==> src/rtl/csync_pkg.sv <==
// Shared types for the composite sync combiner.
// Assumes: nothing beyond standard SystemVerilog.
package csync_pkg;
    // Which shaping rule drives composite sync at the current position.
    typedef enum logic [1:0] {
        SEL_RAW   = 2'd0,  // plain AND of horizontal and vertical sync
        SEL_HSYNC = 2'd1,  // horizontal sync only
        SEL_EQ    = 2'd2,  // equalization pulse
        SEL_SERR  = 2'd3   // serration pulse
    } sync_sel_t;
endpackage

==> src/rtl/csync_subperiod.sv <==
// Splits the horizontal count into a sub-period index and a local count.
// In doubled mode a line holds two sub-periods of line_len/2 clocks each.
// Assumes: h_cnt runs 1..line_len and line_len is even.
module csync_subperiod #(
    parameter int HW = 12
) (
    input  logic          clk,
    input  logic          rst_n,
    input  logic [HW-1:0] h_cnt,
    input  logic [HW-1:0] line_len,
    input  logic          dbl,
    output logic          sub,
    output logic [HW-1:0] local_cnt
);
    logic [HW-1:0] half;
    logic [HW-1:0] sub_len;

    // Derive the half-line boundary, then the sub index and local count.
    always_comb begin
        half      = line_len >> 1;
        sub       = dbl && (h_cnt > half);
        local_cnt = sub ? (h_cnt - half) : h_cnt;
        sub_len   = dbl ? half : line_len;
    end

    AST_LOCAL_IN_RANGE: assert property (@(posedge clk) disable iff (!rst_n)
        (h_cnt >= 1 && h_cnt <= line_len) |-> (local_cnt >= 1 && local_cnt <= sub_len));
endmodule

==> src/rtl/csync_window.sv <==
// Decides whether the current sub-period lies in the equalization window
// just before or just after the vertical sync lines.
// Assumes: vs_first <= vs_last_next, both counted in lines starting at 1.
module csync_window #(
    parameter int VW = 11,
    parameter int EW = 6
) (
    input  logic          dbl,
    input  logic          sub,
    input  logic [VW-1:0] v_cnt,
    input  logic [VW-1:0] vs_first,
    input  logic [VW-1:0] vs_last_next,
    input  logic [EW-1:0] eq_pre,
    input  logic [EW-1:0] eq_post,
    output logic          in_eq
);
    localparam int PW = VW + 2;

    logic [PW-1:0] pos;
    logic [PW-1:0] lo;
    logic [PW-1:0] hi;

    // Place the position and the sync bounds in sub-period units, then compare.
    always_comb begin
        pos   = (PW'(v_cnt) << dbl) + PW'(sub);
        lo    = PW'(vs_first) << dbl;
        hi    = PW'(vs_last_next) << dbl;
        in_eq = ((pos < lo) && ((pos + PW'(eq_pre)) >= lo))
             || ((pos >= hi) && (pos < (hi + PW'(eq_post))));
    end
endmodule

==> src/rtl/csync_shaper.sv <==
// Produces active-low equalization and serration pulse shapes from the
// local count within a sub-period.
// Assumes: pulse_start <= eq_end, and serr_start lies within the sub-period.
module csync_shaper #(
    parameter int HW = 12
) (
    input  logic [HW-1:0] local_cnt,
    input  logic [HW-1:0] pulse_start,
    input  logic [HW-1:0] eq_end,
    input  logic [HW-1:0] serr_start,
    output logic          eq_n,
    output logic          serr_n
);
    // A narrow low pulse inside the sub-period; a broad low pulse that wraps its end.
    always_comb begin
        eq_n   = !((local_cnt >= pulse_start) && (local_cnt < eq_end));
        serr_n = !((local_cnt >= serr_start) || (local_cnt < pulse_start));
    end
endmodule

==> src/rtl/csync_compositor.sv <==
// Composite sync and blank combiner. Blank is the AND of the active-low
// components. Sync follows horizontal sync but is replaced by serration
// during vertical sync and by equalization in a window around it.
// Outputs are registered with per-output polarity.
// Assumes: counters and registers are supplied from outside and stable per clock.
module csync_compositor
    import csync_pkg::*;
#(
    parameter int HW = 12,
    parameter int VW = 11,
    parameter int EW = 6
) (
    input  logic          clk,
    input  logic          rst_n,
    input  logic [HW-1:0] h_cnt,
    input  logic [VW-1:0] v_cnt,
    input  logic          hs_n,
    input  logic          hb_n,
    input  logic          vs_n,
    input  logic          vb_n,
    input  logic [HW-1:0] line_len,
    input  logic [HW-1:0] pulse_start,
    input  logic [HW-1:0] eq_end,
    input  logic [HW-1:0] serr_start,
    input  logic [VW-1:0] vs_first,
    input  logic [VW-1:0] vs_last_next,
    input  logic [EW-1:0] eq_pre,
    input  logic [EW-1:0] eq_post,
    input  logic          mode_interlace,
    input  logic          mode_double,
    input  logic          pulse_en,
    input  logic          sync_pol,
    input  logic          blank_pol,
    output logic          csync,
    output logic          cblank
);
    logic          dbl;
    logic          sub;
    logic [HW-1:0] local_cnt;
    logic          in_eq;
    logic          eq_n;
    logic          serr_n;
    sync_sel_t     sel;
    logic          sync_low_n;

    assign dbl = mode_interlace | mode_double;

    csync_subperiod #(.HW(HW)) u_sub (
        .clk       (clk),
        .rst_n     (rst_n),
        .h_cnt     (h_cnt),
        .line_len  (line_len),
        .dbl       (dbl),
        .sub       (sub),
        .local_cnt (local_cnt)
    );

    csync_window #(.VW(VW), .EW(EW)) u_win (
        .dbl          (dbl),
        .sub          (sub),
        .v_cnt        (v_cnt),
        .vs_first     (vs_first),
        .vs_last_next (vs_last_next),
        .eq_pre       (eq_pre),
        .eq_post      (eq_post),
        .in_eq        (in_eq)
    );

    csync_shaper #(.HW(HW)) u_shape (
        .local_cnt   (local_cnt),
        .pulse_start (pulse_start),
        .eq_end      (eq_end),
        .serr_start  (serr_start),
        .eq_n        (eq_n),
        .serr_n      (serr_n)
    );

    // Choose the shaping rule for this clock.
    always_comb begin
        if (!pulse_en)  sel = SEL_RAW;
        else if (!vs_n) sel = SEL_SERR;
        else if (in_eq) sel = SEL_EQ;
        else            sel = SEL_HSYNC;
    end

    // Apply the chosen rule to form the active-low composite sync.
    always_comb begin
        unique case (sel)
            SEL_RAW:   sync_low_n = hs_n & vs_n;
            SEL_HSYNC: sync_low_n = hs_n;
            SEL_EQ:    sync_low_n = eq_n;
            SEL_SERR:  sync_low_n = serr_n;
            default:   sync_low_n = 1'b1;
        endcase
    end

    // Register both outputs with polarity; reset drives the inactive level.
    always_ff @(posedge clk) begin
        if (!rst_n) begin
            csync  <= ~sync_pol;
            cblank <= ~blank_pol;
        end else begin
            csync  <= sync_low_n ^ sync_pol;
            cblank <= (hb_n & vb_n) ^ blank_pol;
        end
    end

    AST_BLANK_COMBINE: assert property (@(posedge clk) disable iff (!rst_n)
        $past(rst_n) |-> (cblank == ($past(hb_n & vb_n) ^ $past(blank_pol))));
    AST_RAW_PASS: assert property (@(posedge clk) disable iff (!rst_n)
        ($past(rst_n) && $past(!pulse_en)) |-> (csync == ($past(hs_n & vs_n) ^ $past(sync_pol))));
    AST_EQ_QUIET: assert property (@(posedge clk) disable iff (!rst_n)
        ($past(rst_n) && $past(pulse_en && vs_n && in_eq && (local_cnt < pulse_start)))
        |-> (csync == ~$past(sync_pol)));
    AST_SERR_WRAP: assert property (@(posedge clk) disable iff (!rst_n)
        ($past(rst_n) && $past(pulse_en && !vs_n && (local_cnt < pulse_start)))
        |-> (csync == $past(sync_pol)));
endmodule

==> config.mk <==
export PLATFORM = sky130hd
export DESIGN_NAME = csync_compositor
export DESIGN_NICKNAME = d
export VERILOG_FILES = /design/src/rtl/csync_pkg.sv /design/src/rtl/csync_subperiod.sv /design/src/rtl/csync_window.sv /design/src/rtl/csync_shaper.sv /design/src/rtl/csync_compositor.sv
export SDC_FILE = /design/constraint.sdc
export NUM_CORES = 1
export LEC_CHECK = 0
export CELL_PAD_IN_SITES_DETAIL_PLACEMENT = 0
export CELL_PAD_IN_SITES_GLOBAL_PLACEMENT = 1
export CORE_MARGIN = 1.5
export CORE_UTILIZATION = 39
export DETAILED_ROUTE_END_ITERATION = 8
export GPL_ROUTABILITY_DRIVEN = 0
export PLACE_DENSITY = 0.87
export RECOVER_POWER = 25
export SLEW_MARGIN = 30
export SYNTH_ARGS = -nofsm -noshare
export SYNTH_HDL_FRONTEND = slang
export SYNTH_HIERARCHICAL = 1
export SYNTH_SLANG_ARGS = --single-unit
==> constraint.sdc <==
create_clock -name clk -period 18 [get_ports clk]
set_input_delay 3.6 -clock clk [delete_from_list [all_inputs] [get_ports clk]]
set_output_delay 3.6 -clock clk [all_outputs]
set_load 0.01 [all_outputs]
==> Word level (Yosys, flattened, before mapping) <==
Cells that the tools add are included.
{ "totals": {"regBits": 2, "latch_bits": 0, "mem_bits_rw": 0, "romBits": 0, "input_bits": 116, "out_inout_bits": 2, "wordCells": 44, "memories": 0} }
{ "classes": {"addsub": 4, "n_mul": 0, "div_mod_pow": 0, "order_cmp": 9, "n_eq_ne": 3, "shift": 3, "n_mux": 7, "bitwise": 7, "n_reduce_logical": 9} }
{ "op_table": {"columns": ["operator", "n"], "rows": [
  ["$shl 11x1->13", 3],
  ["$add 13x6->13", 2],
  ["$ge 13x13->1", 2],
  ["$lt 13x13->1", 2],
  ["$ge 12x12->1", 2],
  ["$lt 12x12->1", 2],
  ["$add 13x1->13", 1],
  ["$gt 12x11->1", 1],
  ["$mux 12", 1],
  ["$sub 12x11->12", 1],
  ["$mux 2", 3],
  ["$eq 2x2->1 const B", 2],
  ["$logic_and 1x1->1", 4],
  ["$pmux 1 s4", 1],
  ["$and 1x1->1", 2],
  ["$eq 2x1->1 const B", 1],
  ["$logic_not 1->1", 2],
  ["$logic_not 2->1", 1],
  ["$logic_or 1x1->1", 2],
  ["$mux 1", 2],
  ["$not 1->1", 2],
  ["$xor 1x1->1", 2],
  ["$or 1x1->1", 1]
]} }

==> Logic depth before layout (Yosys ltp) <==
Gate-level depths: netlist of run 1.
{ "depth": {"ltp_word": 14, "depth_mapped": 30, "ltp_nobuf": 29} }

==> Modules after synthesis <==
The synthesis of run 1 kept the hierarchy.
{ "by_module_without_submodules": {"columns": ["module", "n_inst", "cells_per_inst", "area_per_inst_um2", "seq_area_each_um2"], "rows": [
  ["csync_window", 1, 287, 2333.5, 0.0],
  ["csync_shaper", 1, 119, 870.8, 0.0],
  ["csync_subperiod", 1, 108, 740.7, 0.0],
  ["csync_compositor", 1, 12, 107.6, 40.0]
]} }

==> Least setup slack after synthesis of run 1 <==
Ideal clock, no wire load.
{ "synth_path": {"path_type": "input to register", "start": "input h_cnt[0]", "end": "register csync", "setup_ps": 72, "arrival_ps": 8569, "required_time_ps": 17928, "slack_ps": 9358, "cell_stages": 29, "path_buffers": 1, "path_cell_list": "inv_1 -> ha_1 -> fa_1 -> nand2b_2 -> a21oi_4 -> nor3b_2 -> o21ai_2 -> buf_6 -> inv_1 -> ha_1 -> nand2_1 -> xor2_1 -> mux2i_1 -> ha_1 -> a21oi_1 -> o21bai_1 -> a21oi_1 -> xnor2_1 -> ha_1 -> a21o_1 -> a2111oi_0 -> o21ai_0 -> a221o_1 -> nand2_1 -> o211ai_1 -> nand2_1 -> mux2_4 -> a21oi_2 -> xnor2_1"} }
{ "synth_between": {"elab_chain_len": 14, "word_cells_on_any_way": 31, "cone_classes": "add/sub (3); order compare (9); eq/ne (3); mux (6); bitwise (1); reduce/logical (9)"} }
{ "synth_rtl": {"columns": ["element", "line", "source"], "rows": [
  ["start, declared", "csync_compositor.sv:15", "input logic [HW-1:0] h_cnt,"],
  ["$gt 12x11->1 (*)", "csync_subperiod.sv:21", "sub = dbl && (h_cnt > half);"],
  ["$logic_and 1x1->1 (*)", "csync_subperiod.sv:21", null],
  ["net sub", "csync_compositor.sv:38", "logic sub;"],
  ["$add 13x1->13 (*)", "csync_window.sv:25", "pos = (PW'(v_cnt) << dbl) + PW'(sub);"],
  ["$add 13x6->13", "csync_window.sv:28", "in_eq = ((pos < lo) && ((pos + PW'(eq_pre)) >= lo))"],
  ["$ge 13x13->1", "csync_window.sv:28", null],
  ["$logic_and 1x1->1", "csync_window.sv:28", null],
  ["$logic_or 1x1->1 (*)", "csync_window.sv:29", "|| ((pos >= hi) && (pos < (hi + PW'(eq_post))));"],
  ["net in_eq", "csync_compositor.sv:40", "logic in_eq;"],
  ["$mux 2 (*)", "csync_compositor.sv:82", "else if (in_eq) sel = SEL_EQ;"],
  ["$mux 2 (*)", "csync_compositor.sv:81", "else if (!vs_n) sel = SEL_SERR;"],
  ["$mux 2 (*)", "csync_compositor.sv:80", "if (!pulse_en) sel = SEL_RAW;"],
  ["$eq 2x2->1 (tied with other cells)", "csync_compositor.sv:88", "unique case (sel)"],
  ["$pmux 1 s4 (*)", "csync_compositor.sv:88", null],
  ["$xor 1x1->1 (*)", "csync_compositor.sv:103", "csync <= sync_low_n ^ sync_pol;"],
  ["$mux 1 (*)", "csync_compositor.sv:99", "if (!rst_n) begin"],
  ["end signal, assigned", "csync_compositor.sv:100", "csync <= ~sync_pol;"],
  ["end signal, assigned", "csync_compositor.sv:103", null],
  ["end, declared", "csync_compositor.sv:34", "output logic csync,"]
]} }
The timed path passes the listed nets; every way through them passes the cells marked *.

==> Final worst setup path of run 1 <==
{ "layout_path": {"start": "input line_len[10]", "end": "register csync"} }
{ "layout_between": {"elab_chain_len": 14, "word_cells_on_any_way": 31, "cone_classes": "add/sub (3); order compare (9); eq/ne (3); mux (6); bitwise (1); reduce/logical (9)"} }
{ "layout_rtl": {"columns": ["element", "line", "source"], "rows": [
  ["start, declared", "csync_compositor.sv:21", "input logic [HW-1:0] line_len,"],
  ["$gt 12x11->1 (*)", "csync_subperiod.sv:21", null],
  ["$logic_and 1x1->1 (*)", "csync_subperiod.sv:21", null],
  ["net sub", "csync_compositor.sv:38", null],
  ["$add 13x1->13 (*)", "csync_window.sv:25", null],
  ["$add 13x6->13", "csync_window.sv:28", null],
  ["$ge 13x13->1", "csync_window.sv:28", null],
  ["$logic_and 1x1->1", "csync_window.sv:28", null],
  ["$logic_or 1x1->1 (*)", "csync_window.sv:29", null],
  ["net in_eq", "csync_compositor.sv:40", null],
  ["$mux 2 (*)", "csync_compositor.sv:82", null],
  ["$mux 2 (*)", "csync_compositor.sv:81", null],
  ["$mux 2 (*)", "csync_compositor.sv:80", null],
  ["$eq 2x2->1 (tied with other cells)", "csync_compositor.sv:88", null],
  ["$pmux 1 s4 (*)", "csync_compositor.sv:88", null],
  ["$xor 1x1->1 (*)", "csync_compositor.sv:103", null],
  ["$mux 1 (*)", "csync_compositor.sv:99", null]
]} }
Marked as above.

==> results of run 1 <==
## layer usage
layer	global-route usage	wire [um]
met3	0.0243	516
met1	0.263	5200
met5	0	0
met4	0.0391	85
met2	0.355	5280
## layout make-up
cell class | count | area (um^2)
Sequential cell | 2 | 40.0
Inverter | 72 | 270
Fill cell | 1018 | 4800
Tap cell | 136 | 170
Multi-Input combinational cell | 445 | 3690
Clock buffer | 3 | 41.3
Timing Repair Buffer | 117 | 1170
## power by group
group	internal, uW	switching (uW)
registers	5.14	0.136
clock network	14.1	3.44
logic	91.5	94.7
## state kept, by name (all words and copies together) (netlist names)
register and count:
cblank 1, csync 1
## cell families after synthesis
| logic type | Yosys count | share of synthesized area |
|---|---|---|
| compound gates | 141 | 0.239 |
| simple gates | 121 | 0.157 |
| fa+ha+maj | 110 | 0.345 |
| buf+inv | 79 | 0.0784 |
| xor+xnor | 42 | 0.0908 |
| mux | 31 | 0.0797 |
| flops | 2 | 0.00988 |
## cells in the final DEF, fill, tap and decap left out, drive strengths merged, types with 9 or more instances in the layout
cell             n
nand2b           9
nor2            13
inv             72
a21oi           35
nand4           11
mux2i           27
xor2            17
clkdlybuf4s50  115
o21ai           29
xnor2           25
nor2b           10
nand3           16
nand2           40
ha             107
a21o            21
## stage by stage
stage                     utilization  std cells
after CTS                       0.529        775
after floorplan                     -        526
after global routing            0.529        775
final                           0.529        775
after detailed placement        0.525        772
after global placement          0.525        772
## how the worst min path moves through the flow
stage	startpoint	end	slack [ps]	cells past startpoint
after CTS	blank_pol	cblank	3980	2
final	blank_pol	cblank	3980	2
after detailed placement	blank_pol	cblank	4190	2
after global routing	sync_pol	csync	3990	2
after global placement	blank_pol	cblank	4190	2
after floorplan	blank_pol	cblank	3700	1
==> results.toml, run 1 <==
[status]
status = "finished, final reports clean"

[timing]
relSlewSlack = 0.408
rsz0062_at_grt = "no"
final.setup.tns_ps = 0
whs_ps = 3980
finalHoldViolCount = 0
finalCriticalPeriod_ps = 10010
period_share = 0.556
finalSetupViolCount = 0
max_freq_mhz = 99.9
worst_pin_slew_ps = 887
finalMaxSlewViolations = 0
layout_setup_ws_ps = 7990

[yosys]
synthCells = 526
synth_nets = 752
synth_top_area_frac = 0.330
synth_top_area_cell = "ha_1"
synth.most_common_cell = "ha_1"
synth.ff_latch_count = 2
synthTopCellsByCount = "107 x ha_1, 72 x inv_1, 40 x nand2_1"
yosysSeqAreaShare = 0.00988
avgSynthCellArea_um2 = 7.70
postSynth.asyncResetShare = 0
synth_ff_type = "dfxtp_1"
synth_edf_count = 0
synth_warnings = 6
ys_types = 65
synth_area_um2 = 4050
synthTopCellsByArea = "ha_1 33%, inv_1 6.7%, mux2i_1 6.4%, xnor2_1 5.4%, a21oi_1 4.1%"

[setup_path]
slowest_stage = "o21ai_2"
crit_path_max_fanout = 24
cp-endpoint = "csync"
path_buf_inv = 5
crit_arrival_ps = 10150
cp.required_ps = 18140
cpMostUsedCell = "inv_1"
critPathKind = "in2reg"
path_delay_family = "compound AO/OA/AOI/OAI gates"
cpPeakStageDelay_ps = 710
worstSetupPathDepth = 29
crit_start = "line_len[10]"
critPathLaunchType = "input port"
crit_path_end_kind = "flop"

[power]
peakVddDrop_mv = 0.0252
cellPowerDensity_nw_per_um2 = 38.8
total_power_uw = 209
cellLeakagePower_uw = 0.00269

[drt]
wl_per_cell_um = 14.3
drc = 0
num_vias = 4127
first_pass_iters = 4
viasPerCell = 5.33
drtIter0Drc = 148
ant_nets = 0
routed_wl_um = 11100

[floorplan]
coreArea_um2 = 10200
dieArea_um2 = 11000
rows = 37
floorplan.io_pins = 118
fp.dieW_um = 105
die-height_um = 105
initial_core_util = 0.398

[clocking]
cts_sinks = 2
cts_resized = 0
hold_buffers = 0
cts_max_level = 1
cts_setup_buffers = 0
cts.path.max_buffers = 2
clk_pin_slew_ps = 30
clock-root-buffer = "clkbuf_8"
cts_made_buffers = 3
cts_tree = "built"

[place]
port_buffers = 116
dp_hpwl_um = 9760
dpl-instance-area_um2 = 5340
dp_slack_ps = 7780

[flow_run]
drv_cap = 0

[global_route]
antenna_found_initial = 0
grt_pass1_vias = 4266
gr-usage-all-layers = 0.202
grt_pass1_wl_um = 18800
grt_max_degree = 47
gr-total-overflow = 0

[finish]
post-route-cell-area_um2 = 5390
diodes = 0
drive_above_1_share = 0.0407
area_delta_synth_final_pct = 32.9
nNetsFinal = 867

[min_path]
hold_class = "in2reg"
Note: power is estimated with default switching activity, not from simulation.
==> run 2: changes to the inputs <==
Settings changed: CORE_UTILIZATION 39 to 32, PLACE_DENSITY 0.87 to 0.76.
Clock period 18 ns to 8.8 ns, I/O delays scaled along.
==> run 2 against run 1 <==
  * Non-clock buffer count rose by 4
  * Via count grew 0.82%
  * Critical path depth increased by 1
  * Die area increased by 21%
  * Worst hold slack lost 1900 ps
  * Global-route usage decreased by 3.2 points
  * Utilization fell by 7.7 points
  * Routed wire length grew 2.6%
  * Critical endpoint unchanged
  * Highest routed layer unchanged
==> results.toml, run 2 (same netlist as run 1, synthesis figures left out) <==
[status]
status = "finished, final reports clean"

[min_path]
hold_end = "cblank"
hold_class = "in2reg"
hold_depth = 2
hold_path.startpoint = "blank_pol"

[global_route]
grt_max_degree = 28
grt_pass1_vias = 4084
gr-total-overflow = 0
antenna_found_initial = 0
grt_pass1_wl_um = 18700
gr-usage-all-layers = 0.170

[timing]
rsz0062_at_grt = "no"
finalMaxSlewViolations = 0
worst_pin_slew_ps = 718
max_freq_mhz = 133
final.setup.tns_ps = 0
period_share = 0.855
finalCriticalPeriod_ps = 7520
relSlewSlack = 0.507
finalHoldViolCount = 0
finalSetupViolCount = 0

[setup_path]
slowest_stage = "clkdlybuf4s50_1"
critPathKind = "in2reg"
cpMostUsedCell = "inv_1"
cp.required_ps = 8950
crit_arrival_ps = 7670
crit_path_max_fanout = 5
cpPeakStageDelay_ps = 490
crit_start = "h_cnt[0]"
crit_path_end_kind = "flop"
critPathLaunchType = "input port"

[place]
dp_hpwl_um = 10100
port_buffers = 116

[floorplan]
fp.dieW_um = 116
dieArea_um2 = 13300
rows = 40
coreArea_um2 = 12200
floorplan.io_pins = 118
initial_core_util = 0.333
die-height_um = 116

[drt]
first_pass_iters = 5
wl_met2_um = 5130
viasPerCell = 5.13
highest_layer = "met4"
ant_nets = 0
wl_met1_um = 5580
routed_wl_um = 11400
num_vias = 4161
drc = 0
dr_wl_met3_um = 452
drtIter0Drc = 139
wl_per_cell_um = 14.0

[power]
cellLeakagePower_uw = 0.00272
peakVddDrop_mv = 0.0324
cellPowerDensity_nw_per_um2 = 84.0
total_power_uw = 461

[clocking]
hold_buffers = 0
cts.path.max_buffers = 2
cts_sinks = 2
cts_setup_buffers = 0
cts_resized = 0
cts_tree = "built"
cts_made_buffers = 3
clk_pin_slew_ps = 30
cts_max_level = 1
clock-root-buffer = "clkbuf_16"

[finish]
layout_commonest_cell = "clkdlybuf4s50_1"
diodes = 0
layout_common_cells = "115 x clkdlybuf4s50_1, 107 x ha_1, 72 x inv_1, 40 x nand2_1, 33 x a21oi_1"
area_delta_synth_final_pct = 35.4
reg_top3 = "cblank x1, csync x1"
nNetsFinal = 871
drive_above_1_share = 0.0467

[flow_run]
drv_cap = 0
[run 2: cell types whose count changed in the layout (fill, tap and decap cells not counted)]
cell,delta
clkbuf_16,+3
clkbuf_8,-3
buf_4,+4
[run 2: worst max path at each step]
stage,to,slack (ps),cells after the start
final,csync,1280,30
after CTS,csync,1230,28
after global placement,csync,1090,30
after detailed placement,csync,1030,28
after global routing,csync,720,29
after floorplan,csync,2000,29
[run 2: cell type report]
| class | instances | area, um^2 |
|---|---|---|
| Tap cell | 168 | 210 |
| Inverter | 72 | 270 |
| Clock buffer | 3 | 75.1 |
| Multi-Input combinational cell | 445 | 3690 |
| Sequential cell | 2 | 40.0 |
| Timing Repair Buffer | 121 | 1200 |
| Fill cell | 1263 | 6670 |
[run 2: worst max-delay path: cells and delay by family]
family | cells | cell delay, ps
AO/OA/AOI/OAI | 11 | 1990
XOR/XNOR | 3 | 570
adder cells (fa/ha/maj) | 5 | 1460
buffers and inverters | 5 | 830
multiplexers | 1 | 300
AND/OR/NAND/NOR | 5 | 770
[run 2: power breakdown]
group | internal (uW) | switching [uW]
clock network | 57.8 | 10.2
registers | 10.5 | 0.249
logic | 189 | 193
total | 257 | 204
[run 2: routing by layer]
layer  vias up  global-route usage
met5         -                   0
met4         0              0.0395
met3        18             0.00941
met2        88               0.297
met1      1905               0.230
li1       2150                   -
[run 2: stage by stage]
step | area [um^2] | hold slack (ps) | setup WS (ps) | util | std cells
2_1_floorplan | 4050 | 1860 | 2000 | - | 526
3_3_place_gp | 5410 | 2350 | 1090 | 0.445 | 808
3_5_place_dp | 5410 | 2350 | 1030 | 0.445 | 808
4_1_cts | 5490 | 2130 | 1230 | 0.451 | 811
5_1_grt | 5490 | 2140 | 725 | 0.451 | 811
6_report | 5490 | 2130 | 1280 | 0.451 | 811
